<file path="src/rtl/irb_pkg.sv">
// Shared offsets and helpers for the private interrupt register bank.
// Assumes a 32-bit data bus and word-granular offsets.
package irb_pkg;

    localparam int unsigned BUS_W  = 32;
    localparam int unsigned ADDR_W = 5;

    localparam logic [ADDR_W-1:0] OFS_CTRL     = 5'd0;
    localparam logic [ADDR_W-1:0] OFS_WAKE     = 5'd1;
    localparam logic [ADDR_W-1:0] OFS_GROUP    = 5'd2;
    localparam logic [ADDR_W-1:0] OFS_EN_SET   = 5'd3;
    localparam logic [ADDR_W-1:0] OFS_EN_CLR   = 5'd4;
    localparam logic [ADDR_W-1:0] OFS_PEND_SET = 5'd5;
    localparam logic [ADDR_W-1:0] OFS_PEND_CLR = 5'd6;
    localparam logic [ADDR_W-1:0] OFS_ACT_SET  = 5'd7;
    localparam logic [ADDR_W-1:0] OFS_ACT_CLR  = 5'd8;
    localparam logic [ADDR_W-1:0] OFS_CFG_SGI  = 5'd9;
    localparam logic [ADDR_W-1:0] OFS_CFG_PPI  = 5'd10;
    localparam logic [ADDR_W-1:0] OFS_GRPMOD   = 5'd11;
    localparam logic [ADDR_W-1:0] OFS_NSAC     = 5'd12;
    localparam logic [ADDR_W-1:0] OFS_PRIO     = 5'd16;

    // Place each bit of a 16-bit vector on the odd bit of its 2-bit lane.
    function automatic logic [31:0] odd_spread(input logic [15:0] v);
        logic [31:0] r;
        r = '0;
        for (int k = 0; k < 16; k++) r[2*k+1] = v[k];
        return r;
    endfunction

endpackage

</file>
<file path="src/rtl/irb_secmask.sv">
// Access filter: per-interrupt visibility of the current bus access.
// Assumes an interrupt with group bit set is non-secure group 1 in both
// security modes, so only the group bit decides non-secure visibility.
module irb_secmask #(
    parameter int unsigned NUM_IRQ = 32
) (
    input  logic               sec_off,
    input  logic               secure,
    input  logic [NUM_IRQ-1:0] grp,
    output logic               full,
    output logic               priv,
    output logic [NUM_IRQ-1:0] mask
);
    // Full view for secure accesses or when security is off.
    assign full = sec_off | secure;
    // Secure-only registers exist only while security is enabled.
    assign priv = ~sec_off & secure;
    // Non-secure accesses see only non-secure interrupts.
    assign mask = full ? {NUM_IRQ{1'b1}} : grp;
endmodule

</file>
<file path="src/rtl/irb_flags.sv">
// One per-interrupt state vector with set and clear bus aliases plus
// hardware set/clear strobes. Bus update first, then hardware clear,
// then hardware set (set wins on the same bit).
module irb_flags #(
    parameter int unsigned NUM_IRQ = 32
) (
    input  logic               clk,
    input  logic               rst_n,
    input  logic               set_we,
    input  logic               clr_we,
    input  logic [NUM_IRQ-1:0] wdata,
    input  logic [NUM_IRQ-1:0] mask,
    input  logic [NUM_IRQ-1:0] hw_set,
    input  logic [NUM_IRQ-1:0] hw_clr,
    output logic [NUM_IRQ-1:0] state
);
    logic [NUM_IRQ-1:0] state_q;
    logic [NUM_IRQ-1:0] nxt;
    logic [NUM_IRQ-1:0] hits;

    // Combine bus aliases and hardware strobes into the next state.
    always_comb begin
        hits = wdata & mask;
        nxt  = state_q;
        if (set_we) nxt = nxt | hits;
        if (clr_we) nxt = nxt & ~hits;
        nxt = (nxt & ~hw_clr) | hw_set;
    end

    // Hold the vector; cleared by reset.
    always_ff @(posedge clk) begin
        if (!rst_n) state_q <= '0;
        else        state_q <= nxt;
    end

    assign state = state_q;

    assert_set_alias_R2: assert property (@(posedge clk) disable iff (!rst_n)
        (set_we && hw_clr == '0) |=> ((state & $past(wdata & mask)) == $past(wdata & mask)));
    assert_clr_alias_R2: assert property (@(posedge clk) disable iff (!rst_n)
        (clr_we && hw_set == '0) |=> ((state & $past(wdata & mask)) == '0));
    assert_hidden_kept_R3: assert property (@(posedge clk) disable iff (!rst_n)
        ((set_we || clr_we) && hw_set == '0 && hw_clr == '0)
        |=> (((state ^ $past(state)) & ~$past(mask)) == '0));
    assert_hw_set_R11: assert property (@(posedge clk) disable iff (!rst_n)
        (hw_set != '0) |=> ((state & $past(hw_set)) == $past(hw_set)));
    assert_hw_clr_R11: assert property (@(posedge clk) disable iff (!rst_n)
        (hw_clr != '0 && hw_set == '0 && !set_we) |=> ((state & $past(hw_clr)) == '0));
endmodule

</file>
<file path="src/rtl/irb_prio.sv">
// Byte-per-interrupt priority store with the shifted non-secure view.
// Assumes NUM_IRQ == 4 << SEL_W (four byte lanes per bus word).
module irb_prio #(
    parameter int unsigned NUM_IRQ = 32,
    parameter int unsigned SEL_W   = 3
) (
    input  logic               clk,
    input  logic               rst_n,
    input  logic               we,
    input  logic [SEL_W-1:0]   sel,
    input  logic [31:0]        wdata,
    input  logic               full,
    input  logic [NUM_IRQ-1:0] mask,
    output logic [31:0]        rdata
);
    logic [NUM_IRQ-1:0][7:0] prio_q;

    // Store each lane of the selected word, halved for non-secure writers.
    always_ff @(posedge clk) begin
        if (!rst_n) begin
            prio_q <= '0;
        end else if (we) begin
            for (int i = 0; i < NUM_IRQ; i++) begin
                if (sel == SEL_W'(i / 4)) begin
                    if (full)         prio_q[i] <= wdata[8*(i%4) +: 8];
                    else if (mask[i]) prio_q[i] <= {1'b1, wdata[8*(i%4)+1 +: 7]};
                end
            end
        end
    end

    // Present the selected word, doubled for non-secure readers.
    always_comb begin
        rdata = '0;
        for (int b = 0; b < 4; b++) begin
            logic [SEL_W+1:0] idx;
            idx = {sel, 2'(b)};
            if (full)           rdata[8*b +: 8] = prio_q[idx];
            else if (mask[idx]) rdata[8*b +: 8] = {prio_q[idx][6:0], 1'b0};
        end
    end

    for (genvar g = 0; g < NUM_IRQ; g++) begin : g_chk
        assert_ns_msb_R4: assert property (@(posedge clk) disable iff (!rst_n)
            (we && !full && mask[g] && sel == SEL_W'(g / 4)) |=> prio_q[g][7]);
        assert_ns_hidden_R3: assert property (@(posedge clk) disable iff (!rst_n)
            (we && !full && !mask[g]) |=> $stable(prio_q[g]));
    end
endmodule

</file>
<file path="src/rtl/irq_bank_top.sv">
// Private interrupt register bank for one processor: bus decode, the
// secure-only registers, trigger configuration, control and wake state,
// and a one-cycle registered read port.
// Assumes SGI_N == PPI_N == 16 so every vector fills one 32-bit word.
module irq_bank_top
    import irb_pkg::*;
#(
    parameter int unsigned SGI_N = 16,
    parameter int unsigned PPI_N = 16
) (
    input  logic              clk,
    input  logic              rst_n,
    input  logic              sec_off,
    input  logic              bus_wr,
    input  logic              bus_rd,
    input  logic [ADDR_W-1:0] bus_addr,
    input  logic [31:0]       bus_wdata,
    input  logic              bus_secure,
    output logic [31:0]       bus_rdata,
    output logic              bus_rvalid,
    input  logic              ack_valid,
    input  logic [4:0]        ack_id,
    input  logic              deact_valid,
    input  logic [4:0]        deact_id
);
    localparam int unsigned NUM_IRQ    = SGI_N + PPI_N;
    localparam int unsigned PRIO_WORDS = NUM_IRQ / 4;
    localparam int unsigned SEL_W      = $clog2(PRIO_WORDS);

    logic [NUM_IRQ-1:0] grp_q, grpmod_q, mask;
    logic [2*SGI_N-1:0] nsac_q;
    logic [PPI_N-1:0]   cfg_q;
    logic [2:0]         ctrl_q;
    logic               lowpwr_q;
    logic               full, priv, prio_hit, known;
    logic [NUM_IRQ-1:0] en_v, pend_v, act_v, ack_vec, deact_vec;
    logic [31:0]        prio_rd, rd_mux;

    irb_secmask #(.NUM_IRQ(NUM_IRQ)) u_mask (
        .sec_off(sec_off), .secure(bus_secure), .grp(grp_q),
        .full(full), .priv(priv), .mask(mask));

    assign ack_vec   = ack_valid   ? (NUM_IRQ'(1) << ack_id)   : '0;
    assign deact_vec = deact_valid ? (NUM_IRQ'(1) << deact_id) : '0;
    assign prio_hit  = (bus_addr >= OFS_PRIO) && (int'(bus_addr) < int'(OFS_PRIO) + PRIO_WORDS);

    irb_flags #(.NUM_IRQ(NUM_IRQ)) u_en (
        .clk(clk), .rst_n(rst_n),
        .set_we(bus_wr && bus_addr == OFS_EN_SET), .clr_we(bus_wr && bus_addr == OFS_EN_CLR),
        .wdata(bus_wdata), .mask(mask), .hw_set('0), .hw_clr('0), .state(en_v));

    irb_flags #(.NUM_IRQ(NUM_IRQ)) u_pend (
        .clk(clk), .rst_n(rst_n),
        .set_we(bus_wr && bus_addr == OFS_PEND_SET), .clr_we(bus_wr && bus_addr == OFS_PEND_CLR),
        .wdata(bus_wdata), .mask(mask), .hw_set('0), .hw_clr(ack_vec), .state(pend_v));

    irb_flags #(.NUM_IRQ(NUM_IRQ)) u_act (
        .clk(clk), .rst_n(rst_n),
        .set_we(bus_wr && bus_addr == OFS_ACT_SET), .clr_we(bus_wr && bus_addr == OFS_ACT_CLR),
        .wdata(bus_wdata), .mask(mask), .hw_set(ack_vec), .hw_clr(deact_vec), .state(act_v));

    irb_prio #(.NUM_IRQ(NUM_IRQ), .SEL_W(SEL_W)) u_prio (
        .clk(clk), .rst_n(rst_n), .we(bus_wr && prio_hit), .sel(bus_addr[SEL_W-1:0]),
        .wdata(bus_wdata), .full(full), .mask(mask), .rdata(prio_rd));

    // Configuration, secure-only and power registers written from the bus.
    always_ff @(posedge clk) begin
        if (!rst_n) begin
            grp_q    <= '0;
            grpmod_q <= '0;
            nsac_q   <= '0;
            cfg_q    <= '0;
            ctrl_q   <= '0;
            lowpwr_q <= 1'b1;
        end else if (bus_wr) begin
            if (bus_addr == OFS_CTRL)             ctrl_q   <= bus_wdata[2:0];
            if (bus_addr == OFS_WAKE && full)     lowpwr_q <= bus_wdata[0];
            if (bus_addr == OFS_GROUP && full)    grp_q    <= bus_wdata;
            if (bus_addr == OFS_GRPMOD && priv)   grpmod_q <= bus_wdata;
            if (bus_addr == OFS_NSAC && priv)     nsac_q   <= bus_wdata;
            if (bus_addr == OFS_CFG_PPI) begin
                for (int k = 0; k < PPI_N; k++)
                    if (mask[SGI_N+k]) cfg_q[k] <= bus_wdata[2*k+1];
            end
        end
    end

    // Select the read word for the addressed register.
    always_comb begin
        known  = 1'b1;
        rd_mux = '0;
        if (prio_hit) begin
            rd_mux = prio_rd;
        end else begin
            unique case (bus_addr)
                OFS_CTRL:                  rd_mux = {29'd0, ctrl_q};
                OFS_WAKE:                  rd_mux = full ? {30'd0, lowpwr_q, lowpwr_q} : '0;
                OFS_GROUP:                 rd_mux = full ? grp_q : '0;
                OFS_EN_SET, OFS_EN_CLR:    rd_mux = en_v & mask;
                OFS_PEND_SET, OFS_PEND_CLR: rd_mux = pend_v & mask;
                OFS_ACT_SET, OFS_ACT_CLR:  rd_mux = act_v & mask;
                OFS_CFG_SGI:               rd_mux = odd_spread(mask[SGI_N-1:0]);
                OFS_CFG_PPI:               rd_mux = odd_spread(cfg_q & mask[NUM_IRQ-1:SGI_N]);
                OFS_GRPMOD:                rd_mux = priv ? grpmod_q : '0;
                OFS_NSAC:                  rd_mux = priv ? nsac_q : '0;
                default:                   known  = 1'b0;
            endcase
        end
    end

    // Register the read response one cycle after the strobe.
    always_ff @(posedge clk) begin
        if (!rst_n) begin
            bus_rdata  <= '0;
            bus_rvalid <= 1'b0;
        end else begin
            bus_rvalid <= bus_rd;
            bus_rdata  <= bus_rd ? rd_mux : '0;
        end
    end

    assert_read_latency_R10: assert property (@(posedge clk) disable iff (!rst_n)
        bus_rd |=> bus_rvalid);
    assert_undef_zero_R10: assert property (@(posedge clk) disable iff (!rst_n)
        (bus_rd && !known) |=> (bus_rdata == '0));
    assert_sgi_edge_R6: assert property (@(posedge clk) disable iff (!rst_n)
        (bus_rd && bus_addr == OFS_CFG_SGI && full) |=> (bus_rdata == 32'hAAAA_AAAA));
    assert_group_wi_R5: assert property (@(posedge clk) disable iff (!rst_n)
        (bus_wr && !full) |=> $stable(grp_q));
    assert_secreg_wi_R5: assert property (@(posedge clk) disable iff (!rst_n)
        (bus_wr && !priv) |=> ($stable(grpmod_q) && $stable(nsac_q)));
    assert_wake_load_R8: assert property (@(posedge clk) disable iff (!rst_n)
        (bus_wr && bus_addr == OFS_WAKE && full) |=> (lowpwr_q == $past(bus_wdata[0])));
    assert_ctrl_load_R9: assert property (@(posedge clk) disable iff (!rst_n)
        (bus_wr && bus_addr == OFS_CTRL) |=> (ctrl_q == $past(bus_wdata[2:0])));
endmodule

</file>
<file path="config.mk">
export PLATFORM = sky130hd
export DESIGN_NAME = irq_bank_top
export DESIGN_NICKNAME = d
export VERILOG_FILES = /design/src/rtl/irb_pkg.sv /design/src/rtl/irb_secmask.sv /design/src/rtl/irb_flags.sv /design/src/rtl/irb_prio.sv /design/src/rtl/irq_bank_top.sv
export SDC_FILE = /design/constraint.sdc
export NUM_CORES = 1
export LEC_CHECK = 0
export BUFFER_PORTS_ARGS = -buffer_cell sky130_fd_sc_hd__buf_2
export CAP_MARGIN = 20
export CORE_MARGIN = 4
export CORE_UTILIZATION = 25
export CTS_CLUSTER_DIAMETER = 150
export DETAILED_ROUTE_END_ITERATION = 10
export PLACE_DENSITY_LB_ADDON = 0.05
export SLEW_MARGIN = 20
export SYNTH_ARGS = -nofsm -noshare
export SYNTH_HDL_FRONTEND = slang
export SYNTH_SLANG_ARGS = --single-unit
</file>
<file path="constraint.sdc">
create_clock -name clk -period 3.45 [get_ports clk]
set_input_delay 0.1725 -clock clk [delete_from_list [all_inputs] [get_ports clk]]
set_output_delay 0.1725 -clock clk [all_outputs]
set_load 0.005 [all_outputs]
</file>
* Word level (Yosys, flattened, before mapping)
Index checks and enable logic that the tools add are counted.
Widths: inputs -> output; s select.
** Cells by class
- $add $sub $neg :: 0
- Multipliers :: 0
- Div/mod/pow operators :: 0
- Order comparisons :: 6
- Equal/unequal tests :: 19
- Shift-type cells :: 2
- Mux-type cells :: 103
- Bitwise gates (word level) :: 20
- Reduce and logical (&&, ||, !) cells :: 103
** Operator list (count)
- $mux 8 :: 76
- $mux 32 :: 13
- $pmux 32 s10 :: 1
- $and 32x32->32 :: 9
- $reduce_and 3->1 :: 48
- $or 32x32->32 :: 4
- $bmux 8 s3 :: 4
- $not 32->32 :: 3
- $reduce_bool 2->1 :: 32
- $shl 1x5->32 const A :: 2
- $eq 5x4->1 const B :: 5
- $lt 5x6->1 const B :: 4
- $eq 5x3->1 const B :: 4
- $and 16x16->16 :: 1
- $bmux 1 s3 :: 4
- $eq 3x3->1 const B :: 4
- $logic_and 1x1->1 :: 12
- $reduce_and 2->1 :: 6
- $eq 5x2->1 const B :: 2
- $eq 3x2->1 const B :: 2
- $reduce_or 2->1 :: 3
- $eq 5x1->1 const B :: 1
- $ge 5x5->1 const B :: 1
- $logic_not 5->1 :: 1
- other kinds (8) :: 11
** Storage, ports and cells
- Flip-flop bits (word level) :: 501
- Bits in latches :: 0
- Bits in writable memories :: 0
- Memory bits (read-only) :: 0
- Bits of input ports :: 55
- Output and inout port bits :: 33
- Memories kept :: 0

* Logic depth before layout (Yosys ltp)
Gate-level depths: netlist of the first run.
- Depth after elaboration :: 9
- Depth in mapped cells :: 10
- Depth with buffers taken out :: 6

* Modules after synthesis
A second synthesis of the first run with hierarchy kept.
** Second synthesis, totals
- Cells, all modules :: 2658
- Area total of the unflattened synthesis :: 26123.8 um2
** By module, submodules not included
- irb_prio :: times used 1, cells an instance 1155, area each 12932.4 um2, seq. area each 5124.9 um2
- irq_bank_top :: times used 1, cells an instance 941, area each 7676.1 um2, seq. area each 2982.9 um2
- irb_flags :: times used 3, cells an instance 174, area each 1756.7 um2, seq. area each 640.6 um2
- irb_secmask :: times used 1, cells an instance 40, area each 245.2 um2, seq. area each 0.0 um2

* Least setup slack after synthesis of the first run
OpenSTA, ideal clock, no wires.
- Kind :: in2reg
- Start :: input bus_addr[0]
- End :: register bus_rdata[10]
- Data arrival time :: 1.799 ns
- Data required time :: 3.330 ns
- Setup slack :: 1.532 ns
- Cell stages on the path :: 8
- Path buffers :: 2
- Cells stage by stage :: buf_6 -> or4b_4 -> o31a_1 -> or2_4 -> buf_6 -> a222oi_1 -> nor3_1 -> o31a_1
** Between the ends
- Word-level cells in the longest chain between the ends :: 5
** RTL lines
- start: declaration :: line irq_bank_top.sv:16 : input logic [ADDR_W-1:0] bus_addr,
- $bmux 8 s3 or $bmux 1 s3 (tied branches) :: line irb_prio.sv:38, irb_prio.sv:39
- $mux 8 (not written as such) or $mux 1 (tied branches) :: line irb_prio.sv:39 : else if (mask[idx]) rdata[8*b +: 8] = {prio_q[idx][6:0], 1'b0};
- $mux 8 :: line irb_prio.sv:39
- $mux 8 :: line irb_prio.sv:38 : if (full) rdata[8*b +: 8] = prio_q[idx];
- $mux 32 (*) :: line irq_bank_top.sv:92 : if (prio_hit) begin
- end signal: assignment :: line irq_bank_top.sv:118 : bus_rdata <= bus_rd ? rd_mux : '0;
- end: declaration :: line irq_bank_top.sv:19 : output logic [31:0] bus_rdata,
Every way passes the cells marked *; elsewhere a longest branch is shown, timed or not. The select of a mux whose other input is x is not followed.
A chain may end at the register's enable or synchronous reset.

* Worst setup path after layout of the first run
- Start :: input bus_addr[1]
- End :: register bus_rdata[2]
The elaborated chain is that of the path after synthesis.

==> flow_summary.toml, run 1 <==
[status]
status = "complete, no violations"

[clocking]
clk_latency_ns = 0.61
cts_made_buffers = 66
clockBufferDepth = 3
clockRootBuffer = "clkbuf_16"
clock_sinks = 501
cts_tree = "yes"
cts_resized = 0
clk_transition_reported_paths_ns = 0.06
cts_max_level = 3

[timing]
slew_headroom_pct = 31.3
drv_slew = 0
worst_slack_ns = 1.15
fmax_mhz = 435
holdWs_ns = 0.0478
skew_ns = 0.0168
hold_violations = 0
rsz0062_at_grt = "no"
tightest_slew_ns = 1.02
setup_viol = 0
layout_min_cycle_time_ns = 2.30
finalCritPeriodShare_pct = 66.6
fin_setup_tns_ns = 0

[global_routing]
grt_pass1_vias = 20100
grt_antenna_before_repair = 4
grt_usage_pct = 21.3
grt.overflow.total = 0
grt_pass1_wl_mm = 154
grt_max_degree = 129

[synth]
ys.warnings.count = 0
synthCells = 2552
synth_async_sr_flop_share_pct = 0
synthFlopType = "dfxtp_1"
synth.avg_cell_area_um2 = 9.22
syn-cell-area_mm2 = 0.0235
yosysSeqAreaShare_pct = 42.6
synth_seq_cells = 501
synth-edff-count = 0
synth_cell_types = 68
syn_nets = 2607

[place]
port_buffers = 87
gp_congestion = 0.847
postPlaceCellArea_mm2 = 0.0256
hpwl_mm = 75.7
place_ws_ns = 0.600
dp.cells = 3792

[detailed_routing]
drc_errors = 0
wirelength_mm = 109
wire_per_inst_um = 27.7
vias = 21100
ant_nets = 0
drt_pass1_iterations = 8
drt_iter0_drc = 1959
vias_per_cell = 5.36

[critical_path]
worst_r2r_endpoint = "bus_rdata[31]"
critical_path.max_fanout = 31
reg2reg_depth = 6
rrSetupSlack_ns = 1.17
r2r-start = "grp_q[11]"
start_kind = "input port"
cp.required_ns = 3.90
worstPathArrival_ns = 2.75
crit_type = "input port to flop"
worstSetupEndpointType = "flop"

[final_layout]
synthToLayoutAreaGrowth_pct = 19.5
fin_util_pct = 30.1
drive_gt1_share_pct = 16.3
mostFrequentLayoutCells = "dfxtp_1 (501), nand2_1 (488), o211a_1 (225), nor2_1 (184), a21oi_1 (125)"
nNetsFinal = 2690
layout_commonest_cell = "dfxtp_1"
fin_area_mm2 = 0.0281
instances_no_fill = 3940
nFillCells = 9826

[floorplan]
core_area_mm2 = 0.0933
initial_core_util_pct = 25.2
die_h_um = 315
fp.dieArea_mm2 = 0.0990
die_w_um = 315
io_pins = 88
row_count = 112

[min_path]
hold_path_class = "input port to flop"
hp-start = "bus_wdata[23]"
whs_endpoint = "grp_q[23]"
whs_path_depth = 3

[run]
drv_cap = 0

[power]
vdd_drop_max_mv = 0.275
power_mw = 14.0
power.density_mw_per_mm2 = 499
p_leak_nw = 12.4
## synthesized netlist by cell type (all sizes together), types with 14 or more instances
cell type,count,share of area [%]
clkbuf,133,2.1
a21oi,126,2.7
nand3b,15,0.48
a22oi,16,0.51
mux2,21,1.0
dfxtp,501,43
mux2i,70,3.0
nor3,36,0.79
o211a,225,9.6
buf,80,1.9
a21boi,98,3.1
a222oi,42,1.8
mux4,63,6.0
nand2b,14,0.37
o21ai,92,2.0
nor2,192,3.1
o21a,32,1.0
or3,28,0.74
nand2,488,7.8
nor2b,65,1.7
nand3,16,0.34
a221oi,47,1.8
a31oi,16,0.43
o221a,32,1.5
## worst max-delay path, stage by stage
cell,delay (ns)
buf_4,0.27
buf_4,0.35
nor2b_1,0.21
o211a_1,0.20
buf_4,0.43
a222oi_1,0.26
or3_1,0.43
a31oi_1,0.37
## what timing repair did
item,in CTS,in global routing
setup buffers,0,0
setup endpoints to repair,0,0
hold buffers,29,0
endpoints found under the hold margin,91,0
## power by group
group	leakage, nW	switching (mW)	internal (mW)
Clock	1.08	2.75	4.29
Sequential	4.04	0.0299	5.84
Combinational	7.28	0.791	0.322
## registers in the layout (all words and copies together), names as in the netlist, named ones only
name / flops
grp_q: 32
bus_rdata: 32
lowpwr_q: 1
ctrl_q: 3
cfg_q: 16
bus_rvalid: 1
u_en.state: 1
grpmod_q: 32
nsac_q: 32
u_prio.prio_q: 256
u_pend.state: 32
u_act.state: 32
## how the worst max path moves through the flow
stage | startpoint | to | slack, ns
detailed placement | bus_addr[1] | bus_rdata[2] | 0.60
CTS | grp_q[11] | bus_rdata[31] | 1.09
finish | bus_addr[1] | bus_rdata[2] | 1.15
global placement | bus_addr[1] | bus_rdata[2] | 0.57
global route | grp_q[11] | bus_rdata[31] | 0.93
floorplan | bus_addr[0] | bus_rdata[10] | 1.53
## kinds of logic after synthesis
| family | after synthesis | synth area share, % |
|---|---|---|
| buf+inv | 220 | 4.17 |
| flops | 501 | 42.6 |
| compound gates | 783 | 26.5 |
| simple gates | 894 | 16.7 |
| mux | 154 | 10.0 |
## layer usage
metal  part of all wire (%)  wire length [um]  GRT usage [%]  up-vias
li1                       -                 -              -     9591
met1                     46             50200           29.7    10700
met2                     45             48600           33.1      725
met3                    5.7              6260           3.58      158
met4                    3.6              3880           7.79        4
met5                  0.022                24              0        -
## area by class of cell
cell class	count	area (um2)	share of cell area, %
clock inverter	18	199	0.708
timing repair buffer	228	1750	6.22
sequential	501	10000	35.7
multi-input combinational	1831	12500	44.6
tap	1254	1570	5.58
inverter	7	26.3	0.0935
antenna	4	10.0	0.0356
clock buffer	97	1990	7.09
Note: power is estimated with default switching activity, not from simulation.
==> inputs of run 2 (changes only) <==
clock period = 1.9 ns   (was 3.45 ns; I/O delays follow)
==> flow_summary.toml, run 2 (same netlist as run 1, synthesis figures left out) <==
[power]
p_int_mw = 18.9
clockPowerShare_pct = 48.1
power_mw = 25.5
p_comb_share_pct = 10.1
switching_power_mw = 6.59
p_leak_nw = 14.2
vdd_drop_max_mv = 0.470
power.density_mw_per_mm2 = 810
seqPwrFrac_pct = 41.9
p_sw_share_pct = 25.9

[floorplan]
fp.dieArea_mm2 = 0.0990
die_h_um = 315
initial_core_util_pct = 25.2
io_pins = 88
row_count = 112
core_area_mm2 = 0.0933
die_w_um = 315

[clocking]
clk_transition_reported_paths_ns = 0.06
cts_tree = "yes"
clockBufferDepth = 3
cts_max_level = 3
clk_latency_ns = 0.61
cts_made_buffers = 66
clockRootBuffer = "clkbuf_16"
clock_sinks = 501

[detailed_routing]
vias = 22100
vias_per_cell = 5.19
wire_per_inst_um = 27.0
drc_errors = 0
ant_nets = 0
wirelength_mm = 115
drt_iter0_drc = 2120
drt_pass1_iterations = 7

[timing]
tightest_slew_ns = 0.749
finalCritPeriodShare_pct = 99.9
drv_slew = 0
holdWs_ns = 0.0403
rsz0062_at_grt = "no"
setup_viol = 0
slew_headroom_pct = 49.9
fmax_mhz = 527
skew_ns = 0.0290
hold_violations = 0
layout_min_cycle_time_ns = 1.90

[final_layout]
mostFrequentLayoutCells = "dfxtp_1 (497), nand2_1 (488), buf_4 (363), o211a_1 (225), nor2_1 (183)"
fin_util_pct = 33.7
largest_reg_flops = 256
antenna_cells = 0
layout_commonest_cell = "dfxtp_1"
synthToLayoutAreaGrowth_pct = 33.6
nNetsFinal = 3020
drive_gt1_share_pct = 25.9
nFillCells = 9680
regMostFlops = "u_prio.prio_q"

[min_path]
hold_path_class = "input port to flop"
whs_path_depth = 4

[critical_path]
worstSetupEndpointType = "flop"
start_kind = "input port"
reg2reg_depth = 6
crit_type = "input port to flop"
worstPathArrival_ns = 2.37
critical_path.max_fanout = 10
cp.required_ns = 2.37

[run]
drv_cap = 0

[global_routing]
grt_pass1_vias = 21900
grt_antenna_before_repair = 4
grt_pass1_wl_mm = 165
grt_usage_pct = 22.8
grt_max_degree = 103
grt.overflow.total = 0

[place]
gp_congestion = 0.941
hpwl_mm = 84.7
port_buffers = 87

[status]
status = "complete, no violations"
==> run 2: changes by cell type in the layout (fill, tap and decap cells not counted), moves of 5 or more <==
cell / delta
dlygate4sd3_1: +5
buf_4: +263
clkinv_2: -5
clkbuf_1: +5
buf_12: +61
a221oi_2: +5
a221oi_1: -9
==> run 2: final timing paths <==
check                                  endpoint  slack, ns        start
worst max register to register  u_act.state[21]       0.03    grp_q[21]
worst max-delay path              bus_rdata[19]      0.002  bus_addr[1]
worst min register to register      grpmod_q[9]       0.46  grpmod_q[9]
worst min-delay path            u_act.state[16]       0.04    ack_id[1]
==> run 2: cell type report <==
class	count	area (um2)	share of cell area, %
inverter	7	26.3	0.0836
clock buffer	102	1980	6.30
tap	1254	1570	5.00
clock inverter	10	93.8	0.299
multi-input combinational	1832	12700	40.5
sequential	501	10000	31.9
timing repair buffer	557	4990	15.9
==> run 2: per-stage QoR <==
step,setup WS (ns),cells,TNS [ns],instance area [um2]
final,0.00239,4263,0,31400
after global routing,0.00203,4263,0,31400
after CTS,0.0000677,4261,0,31300
after detailed placement,-0.605,4116,-79.55,28800
after global placement,-0.639,4116,-81.59,28800
after floorplan,0.0591,2552,0,23500
==> run 2: routing by layer <==
layer | GRT usage (%) | up-vias | routed length (um)
li1 | - | 10300 | -
met1 | 32.1 | 11000 | 53600
met2 | 36.4 | 680 | 52500
met3 | 2.68 | 143 | 5810
met4 | 7.12 | 2 | 3310
met5 | 0 | - | 13
==> run 2: power by group through the flow <==
stage	combinational, mW	clock, mW	sequential [mW]
floorplan	1.04	0	10.9
global route	2.71	13.0	10.7
finish	2.56	12.2	10.7
detailed placement	2.47	0	10.9
global placement	2.46	0	10.9
CTS	2.54	12.6	10.7
==> run 2: what timing repair did <==
action	4_1_cts	5_1_grt
hold buffers	34	0
cloned	0	1
gates resized for setup	18	20
hold endpoints to repair	119	0
setup buffers	0	2
endpoints found under the setup margin	16	14
pin swaps	1	6
==> run 2: critical path, stage by stage <==
cell and delay, ns:
buf_4 0.17, or4b_4 0.57, o31a_1 0.22, or2_4 0.34, buf_12 0.15, a222oi_1 0.51
or3_1 0.21, a31oi_1 0.08
